## src/rtl/adc_queue_trigger.sv

```systemverilog
module adc_queue_trigger #(
  parameter int MODE_W      = 5,
  parameter int TMR_MIN_EXP = 7,
  parameter int TMR_MODES   = 5,
  parameter int IDX_W       = 6
) (
  input  logic                clk,
  input  logic                rst_n,
  input  logic                cfg_we,
  input  logic [MODE_W+1:0]   cfg_wdata,
  output logic [MODE_W+1:0]   cfg_rdata,
  input  logic                qclk_tick,
  input  logic                ext_trig,
  output logic                conv_start,
  output logic [IDX_W-1:0]    cmd_idx,
  input  logic                conv_done,
  input  logic                conv_pause,
  input  logic                conv_eoq,
  output logic                pause_irq,
  output logic [1:0]          q_status
);
  localparam int TMR_FIRST = 4;
  localparam int TMR_LAST  = TMR_FIRST + TMR_MODES - 1;
  localparam int CNT_W     = TMR_MIN_EXP + TMR_MODES - 1;

  localparam logic [MODE_W-1:0] M_SW   = MODE_W'(1);
  localparam logic [MODE_W-1:0] M_RISE = MODE_W'(2);
  localparam logic [MODE_W-1:0] M_FALL = MODE_W'(3);

  typedef enum logic [1:0] {ST_IDLE = 2'd0, ST_ACTIVE = 2'd1, ST_PAUSED = 2'd2} qstate_e;

  qstate_e             state_q;
  logic [MODE_W-1:0]   mode_q;
  logic                arm_q, pie_q;
  logic [2:0]          sync_q;
  logic [CNT_W-1:0]    cnt_q;
  logic [CNT_W-1:0]    tmr_mask;
  logic [IDX_W-1:0]    idx_q;
  logic                start_q, irq_q;

  wire [MODE_W-1:0] wr_mode = cfg_wdata[MODE_W-1:0];
  wire              wr_arm  = cfg_wdata[MODE_W];
  wire              wr_pie  = cfg_wdata[MODE_W+1];

  wire mode_ok   = (mode_q != '0) && (int'(mode_q) <= TMR_LAST);
  wire wr_bad    = (wr_mode == '0) || (int'(wr_mode) > TMR_LAST);
  wire is_tmr    = (int'(mode_q) >= TMR_FIRST) && (int'(mode_q) <= TMR_LAST);
  wire pin_rise  = sync_q[1] & ~sync_q[2];
  wire pin_fall  = ~sync_q[1] & sync_q[2];

  always_comb begin
    tmr_mask = '0;
    for (int i = 0; i < CNT_W; i++)
      if (i < int'(mode_q) - TMR_FIRST + TMR_MIN_EXP) tmr_mask[i] = 1'b1;
  end

  wire tmr_hit = is_tmr && qclk_tick && ((cnt_q & tmr_mask) == tmr_mask);

  logic hw_hit;
  always_comb begin
    case (mode_q)
      M_RISE:  hw_hit = pin_rise;
      M_FALL:  hw_hit = pin_fall;
      default: hw_hit = tmr_hit;
    endcase
  end

  wire sw_hit = cfg_we && wr_arm && (wr_mode == M_SW);
  wire accept = cfg_we ? sw_hit : (arm_q && mode_ok && (mode_q != M_SW) && hw_hit);

  assign cfg_rdata  = {pie_q, 1'b0, mode_q};
  assign conv_start = start_q;
  assign cmd_idx    = idx_q;
  assign pause_irq  = irq_q;
  assign q_status   = state_q;

  always_ff @(posedge clk or negedge rst_n) begin
    if (!rst_n) sync_q <= '0;
    else        sync_q <= {sync_q[1:0], ext_trig};
  end

  always_ff @(posedge clk or negedge rst_n) begin
    if (!rst_n)         cnt_q <= '0;
    else if (cfg_we)    cnt_q <= '0;
    else if (qclk_tick) cnt_q <= cnt_q + 1'b1;
  end

  always_ff @(posedge clk or negedge rst_n) begin
    if (!rst_n) begin
      state_q <= ST_IDLE;
      mode_q  <= '0;
      arm_q   <= 1'b0;
      pie_q   <= 1'b0;
      idx_q   <= '0;
      start_q <= 1'b0;
      irq_q   <= 1'b0;
    end else begin
      start_q <= 1'b0;
      irq_q   <= 1'b0;
      if (cfg_we) begin
        mode_q <= wr_mode;
        arm_q  <= wr_arm;
        pie_q  <= wr_pie;
      end
      case (state_q)
        ST_IDLE: if (accept) begin
          state_q <= ST_ACTIVE;
          idx_q   <= '0;
          start_q <= 1'b1;
        end
        ST_ACTIVE: if (conv_done) begin
          irq_q <= conv_pause & pie_q;
          if (conv_eoq) begin
            state_q <= ST_IDLE;
            idx_q   <= '0;
            if (!cfg_we) arm_q <= 1'b0;
          end else if (conv_pause) begin
            state_q <= ST_PAUSED;
            idx_q   <= idx_q + 1'b1;
          end else begin
            idx_q   <= idx_q + 1'b1;
            start_q <= 1'b1;
          end
        end
        ST_PAUSED: if (accept) begin
          state_q <= ST_ACTIVE;
          start_q <= 1'b1;
        end
        default: state_q <= ST_IDLE;
      endcase
      if (cfg_we && wr_bad) begin
        state_q <= ST_IDLE;
        idx_q   <= '0;
        start_q <= 1'b0;
      end
    end
  end

  a_r8_start_only_active: assert property (@(posedge clk) disable iff (!rst_n)
    conv_start |-> q_status == 2'd1);

  a_r3_disabled_idle: assert property (@(posedge clk) disable iff (!rst_n)
    !mode_ok |-> (q_status == 2'd0 && !conv_start));

  a_r9_eoq_to_idle: assert property (@(posedge clk) disable iff (!rst_n)
    (q_status == 2'd1 && conv_done && conv_eoq) |=> q_status == 2'd0);

  a_r10_irq_not_active: assert property (@(posedge clk) disable iff (!rst_n)
    pause_irq |-> q_status != 2'd1);

  a_r10_irq_single: assert property (@(posedge clk) disable iff (!rst_n)
    pause_irq |=> !pause_irq);

  a_r4_sw_start: assert property (@(posedge clk) disable iff (!rst_n)
    (q_status == 2'd0 && cfg_we && wr_arm && wr_mode == M_SW) |=> (conv_start && cmd_idx == '0));
endmodule

```

## config.mk

```make
export PLATFORM = sky130hd
export DESIGN_NAME = adc_queue_trigger
export DESIGN_NICKNAME = d
export VERILOG_FILES = /design/src/rtl/adc_queue_trigger.sv
export SDC_FILE = /design/constraint.sdc
export NUM_CORES = 1
export LEC_CHECK = 0
export ABC_AREA = 1
export CAP_MARGIN = 15
export CORE_MARGIN = 2
export CORE_UTILIZATION = 54
export DETAILED_ROUTE_END_ITERATION = 6
export DONT_BUFFER_PORTS = 1
export PLACE_DENSITY_LB_ADDON = 0.3
export SYNTH_ARGS = -nofsm -noshare
export SYNTH_HDL_FRONTEND = slang
export SYNTH_SLANG_ARGS = --single-unit
```

## constraint.sdc

```tcl
create_clock -name clk -period 2.7 [get_ports clk]
set_clock_uncertainty 0.1 [all_clocks]
set_input_delay 0.405 -clock clk [delete_from_list [all_inputs] [get_ports clk]]
set_output_delay 0.405 -clock clk [all_outputs]
set_load 0.01 [all_outputs]
```

# Word level (Yosys, flattened, before mapping)
# Cells that the tools add are included.
[op_classes] bitwise=6 order_cmp=14 muxes=39 n_eq_ne=11 add_sub_neg=4 reduce_logical=19
[op_table] cell="$lt A4 B7 Y1 const A" count=4
[op_table] cell="$mux W1" count=24
[op_table] cell="$mux W6" count=4
[op_table] cell="$mux W11" count=2
[op_table] cell="$lt A5 B7 Y1 const A" count=3
[op_table] cell="$lt A3 B7 Y1 const A" count=2
[op_table] cell="$pmux W6 S2" count=1
[op_table] cell="$add A11 B1 Y11 const B" count=1
[op_table] cell="$and A11 B11 Y11" count=1
[op_table] cell="$eq A11 B11 Y1" count=1
[op_table] cell="$eq A5 B2 Y1 const B" count=2
[op_table] cell="$logic_and A1 B1 Y1" count=10
[op_table] cell="$mux W2" count=5
[op_table] cell="$add A6 B4 Y7 const B" count=1
[op_table] cell="$lt A1 B7 Y1 const A" count=1
[op_table] cell="$lt A2 B7 Y1 const A" count=1
[op_table] cell="$add A6 B1 Y6 const B" count=1
[op_table] cell="$ne A3 B3 Y1 const B" count=2
[op_table] cell="$reduce_and A3 Y1" count=2
[op_table] cell="$sub A5 B3 Y6 const B" count=1
[op_table] cell="$eq A5 B1 Y1 const B" count=1
[op_table] cell="$ge A5 B3 Y1 const B" count=1
[op_table] cell="$gt A5 B4 Y1 const B" count=1
[op_table] cell="$le A5 B4 Y1 const B" count=1
[op_table] cell="other kinds (16)" count=20
[totals] reg_bits=31 inputBits=15 output_inout_bits=17

# Longest topological paths before layout
[depth] word_depth=13 ltp_mapped=22 depth_no_buf=22

# Least setup slack after synthesis
# OpenSTA, ideal clock, no wires.
[synth_timing] path_kind="flip-flop to flip-flop" startpoint="reg mode_q[2]" endpoint="reg idx_q[2] (netlist: cmd_idx[2])" setup_slack_ps=150 stages_incl_launch_ff=22 required_time_ps=2483 period_less_slack_ps=2550 arrival_time_ps=2333 setup_ps=117 cell_sequence="dfrtp_1 -> inv_2 -> ha_1 -> ha_1 -> nor2_1 -> nand2_1 -> nand2_2 -> nand2_4 -> nor2_8 -> nand2_2 -> o21bai_2 -> nand2_1 -> inv_1 -> nand2_1 -> nand2_1 -> nand2_1 -> nand2_1 -> nand2_2 -> nand3_4 -> nand2_4 -> nand2_1 -> nand2_1"
[synth_between] elab_chain_len=12 elab_cells_between_ends=43
[synth_lines] element="start: declaration" line="33" rtl="logic [MODE_W-1:0] mode_q;"
[synth_lines] element="start signal: assignment" line="101" rtl="mode_q <= wr_mode;"
[synth_lines] element="$sub A5 B3 Y6" line="54" rtl="if (i < int'(mode_q) - TMR_FIRST + TMR_MIN_EXP) tmr_mask[i] = 1'b1;"
[synth_lines] element="$add A6 B4 Y7" line="54"
[synth_lines] element="$lt A1 B7 Y1 (tied with other cells)" line="54"
[synth_lines] element="$mux W1" line="54"
[synth_lines] element="$and A11 B11 Y11" line="57" rtl="wire tmr_hit = is_tmr && qclk_tick && ((cnt_q & tmr_mask) == tmr_mask);"
[synth_lines] element="$eq A11 B11 Y1" line="57"
[synth_lines] element="$logic_and A1 B1 Y1" line="57"
[synth_lines] element="$pmux W1 S2" line="61" rtl="case (mode_q)"
[synth_lines] element="$logic_and A1 B1 Y1 *" line="69" rtl="wire accept = cfg_we ? sw_hit : (arm_q && mode_ok && (mode_q != M_SW) && hw_hit);"
[synth_lines] element="$mux W1 *" line="69"
[synth_lines] element="$ne A3 B3 Y1 (no source line) *"
[synth_lines] element="$reduce_and A3 Y1 (no source line) *"
[synth_lines] element="end signal: assignment" line="119" rtl="idx_q <= idx_q + 1'b1;"
[synth_lines] element="end signal: assignment" line="121" rtl="idx_q <= idx_q + 1'b1;"
[synth_lines] element="end: declaration" line="38" rtl="logic [IDX_W-1:0] idx_q;"
# Every way passes the cells marked *; elsewhere a longest branch is shown, timed or not.
# A chain may end at the register's enable or synchronous reset.

# Worst setup path in the final report
# Same ends and word-level chain as after synthesis.

==> implementation parameters <==
Parameter                              Value

Synth
  Total standard cell area after synthesis    0.00209 sq mm
  Mean Syn Cell Area    7.22 sq um
  Primary flip-flop cell chosen by synthesis mapping    dfrtp_1
  Post-synthesis cell count    289
  Flip-flop and latch count after synthesis    31
  Portion of synthesized cell area occupied by the leading cell type    37.2%
  Top-count cell post-synth    nand2_1
  Count of synthesis-stage warnings from yosys    0
  Fraction of synthesis flops using an asynchronous set or reset pin    100%
  Net count after synthesis    317
  Portion of the post-synthesis area used by sequential elements    37.2%
  Number of synthesized flops with an enable pin    0
  Ranking of synthesized cells by instance count    71 x nand2_1, 39 x inv_1, 31 x dfrtp_1, 29 x nor2_1, 27 x nand3_1
  Ranking of synthesized cells by area    dfrtp_1 37%, nand2_1 13%, ha_1 7.8%
  Distinct cell type count after synthesis    32
  Leading area contributor after synthesis    dfrtp_1

Clock network
  Number of clock buffers inserted by TritonCTS    5
  CTS H-tree depth    2
  Clock Path Buffers    2
  CTS tree    yes
  Clock root cell    clkbuf_8
  Clock slew seen by the registers of the worst setup and hold paths    0.07 ns
  Clk Latency, worst-skew pair    0.29 ns
  Number of clock sinks    31

Setup path
  Cell mode on critical path    nand2_1
  Largest stage delay on the critical path    0.40 ns
  Maximum fanout count along the critical path    6
  Type of the worst setup path    flop to flop
  Worst EP required    2.78 ns
  R2R Setup Slk    0.20 ns
  Kind of cell with the highest combined delay on the critical path    simple AND/OR/NAND/NOR gates
  Critical path capture point type    flop
  Kind of start point of the critical path    flop
  Cell at the slowest stage of the critical path    dfrtp_1
  Crit path buffers/inverters    2
  Data arrival time at the worst-slack endpoint    2.58 ns
  Sequence of cells on the critical path    inv_4 -> ha_4 -> ha_4 -> inv_1 -> nand3_1 -> nand2_1 -> nor2_4 -> nand3_1 -> nand2_1 -> nand2_1 -> nor2_1 -> nand2_1 -> nand2_1 -> nand2_1 -> nand2_1 -> nand2_2 -> nand3_4 -> nand2_4 -> nand2_1 -> nand2_1

Drt
  Starting DRC count in detailed routing    121
  Routed wire length per instance    13.7 um
  Router iterations before antenna repair    4
  Total via count in the routed design    1,878
  Remaining antenna violation count    0
  Count of unresolved DRC violations after routing    0
  Total wirelength of the detailed-routed design    4.84 mm
  Mean number of vias per cell    5.31

Status
  Status    finished clean

STA
  Final critical delay including setup and external delays    2.50 ns
  Max-slew headroom at the worst pin    65.0%
  Slew Viols, Final    0
  Worst Tran Pin Value    0.524 ns
  Total setup violations reported at the end of the flow    0
  Maximum clock frequency    401 MHz
  Hold Violations, Final    0
  Portion of the clock cycle consumed by the worst path in the final layout    92.4%
  Hold slack final    0.0429 ns

GRT
  Routing usage on met2    39.9%
  Global route hottest layer    met2
  Total overflow reported by the global router    0
  Number of antenna violations at the first check in global routing    0
  Routing usage on met3    5.96%
  Maximum number of pins on one net before global-route repair    32
  First-pass GRT wire length    7.90 mm
  Via count of the first global-routing pass    1,795
  Met1 GRT Util    30.1%
  Total global-route track usage    23.7%

Layout
  Total number of nets in the final design    333
  Non-Filler Cell Area, Final    0.00238 sq mm
  Final core utilization    64.6%
  Filler cells    332
  Antenna cell count    0
  Growth of design area from synthesis to finish    14.1%
  Fraction of final layout cells with drive strength greater than 1    14.7%
  Non-filler instance count after layout    354

Power
  Internal power consumption    0.781 mW
  Relative contribution of the clock network to total power    31.0%
  Switching Share    33.6%
  Logic pwr share    27.0%
  Net switching power    0.395 mW
  Part of the total power dissipated in sequential elements    42.0%
  Leakage power    1.21 nW
  VDD IR max    361 uV
  Pwr per Cell Area    494 mW/mm^2

Placement
  Detailed placement HPWL    3.44 mm
  RD Place Congestion    0.933
  Cells after DPL    340
  Placement Cell Area    0.00218 sq mm
  Number of I/O port buffers    0

Die
  Core Box Area    0.00369 sq mm
  Starting utilization of the core area    56.6%
  Die Span Y    66.2 um
  Floorplan row count    22
  Boundary pin count    32
  Die Wd    66.2 um
  Die Outline Area    0.00438 sq mm

Worst hold path
  Type of the tightest min-delay check    input port to flop

Flow run
  Max_cap viols    0
final cells by class:
type / count / area (sq um) / share of cell area (%)
clock buffers: 5 / 68.8 / 2.89
clock inverters: 3 / 20.0 / 0.841
inverters: 46 / 176 / 7.41
multi-input cells: 209 / 1170 / 49.3
flip-flops and latches: 31 / 776 / 32.6
well taps: 48 / 60.1 / 2.52
repair buffers: 12 / 105 / 4.41
repair_timing:
| action | CTS | global route |
|---|---|---|
| hold buffers | 2 | 0 |
| gates resized for setup | 0 | 10 |
| buffers inserted | 0 | 3 |
| endpoints found under the setup margin | 0 | 8 |
| hold endpoints to repair | 31 | 0 |
routing by layer:
| metal | vias to the layer above | wire, um |
|---|---|---|
| met2 | 56 | 2370 |
| met4 | 0 | 44 |
| li1 | 957 | - |
| met3 | 5 | 318 |
| met5 | - | 0 |
| met1 | 860 | 2110 |
power by group through the flow:
stage / Sequential, mW / Combinational [mW] / Clock, mW
finish: 0.494 / 0.318 / 0.364
global route: 0.495 / 0.354 / 0.397
CTS: 0.493 / 0.276 / 0.373
detailed placement: 0.502 / 0.258 / 0
global placement: 0.502 / 0.253 / 0
floorplan: 0.505 / 0.198 / 0
sequential cells by signal (all words and copies together), names as in the netlist:
register and cells:
pie_q 1, cnt_q 11, pause_irq 1, sync_q 3, conv_start 1, mode_q 5, q_status 2, arm_q 1
cmd_idx 6
final timing paths:
check	from	end	depth (start not counted)
worst max-delay path	mode_q[2]	cmd_idx[2]	20
worst max register to register	mode_q[2]	cmd_idx[2]	20
min in group asynchronous	rst_n	cnt_q[3]	2
worst min-delay path	ext_trig	sync_q[0]	0
max in group asynchronous	rst_n	q_status[1]	2
worst min register to register	sync_q[0]	sync_q[1]	0
placed cells by master (no fill, tap or decap), types with 2 or more instances in the layout:
master      count
a211oi_1        3
a21oi_1        11
buf_4          10
clkbuf_8        5
clkinv_2        2
clkinvlp_4      2
dfrtp_1        31
ha_1           10
ha_4            3
inv_1          37
inv_2           7
nand2_1        71
nand2_2         5
nand2_4         2
nand3_1        27
nand4_1         6
nor2_1         28
nor2_4          2
nor3_1          3
nor4_1          5
o21ai_0        16
o21ai_1         2
xor2_1          3
metrics by stage:
| stage | setup slack, ns | TNS (ns) | total power [mW] |
|---|---|---|---|
| floorplan | 0.150 | 0 | 0.704 |
| global placement | 0.178 | 0 | 0.754 |
| detailed placement | 0.117 | 0 | 0.760 |
| CTS | 0.115 | 0 | 1.14 |
| global route | -0.0413 | -0.0978 | 1.25 |
| finish | 0.204 | 0 | 1.18 |
kinds of logic after synthesis:
kind of cell	Yosys count	share of synthesized area, %
and+or+nand+nor	154	34.1
buffers and inverters	50	9.41
AOI/OAI and AO/OA	36	9.65
DFF	31	37.2
adders and majority gates	13	7.79
xor gates and xnor gates	4	1.68
other	1	0.180
Note: power is estimated with default switching activity, not from simulation.
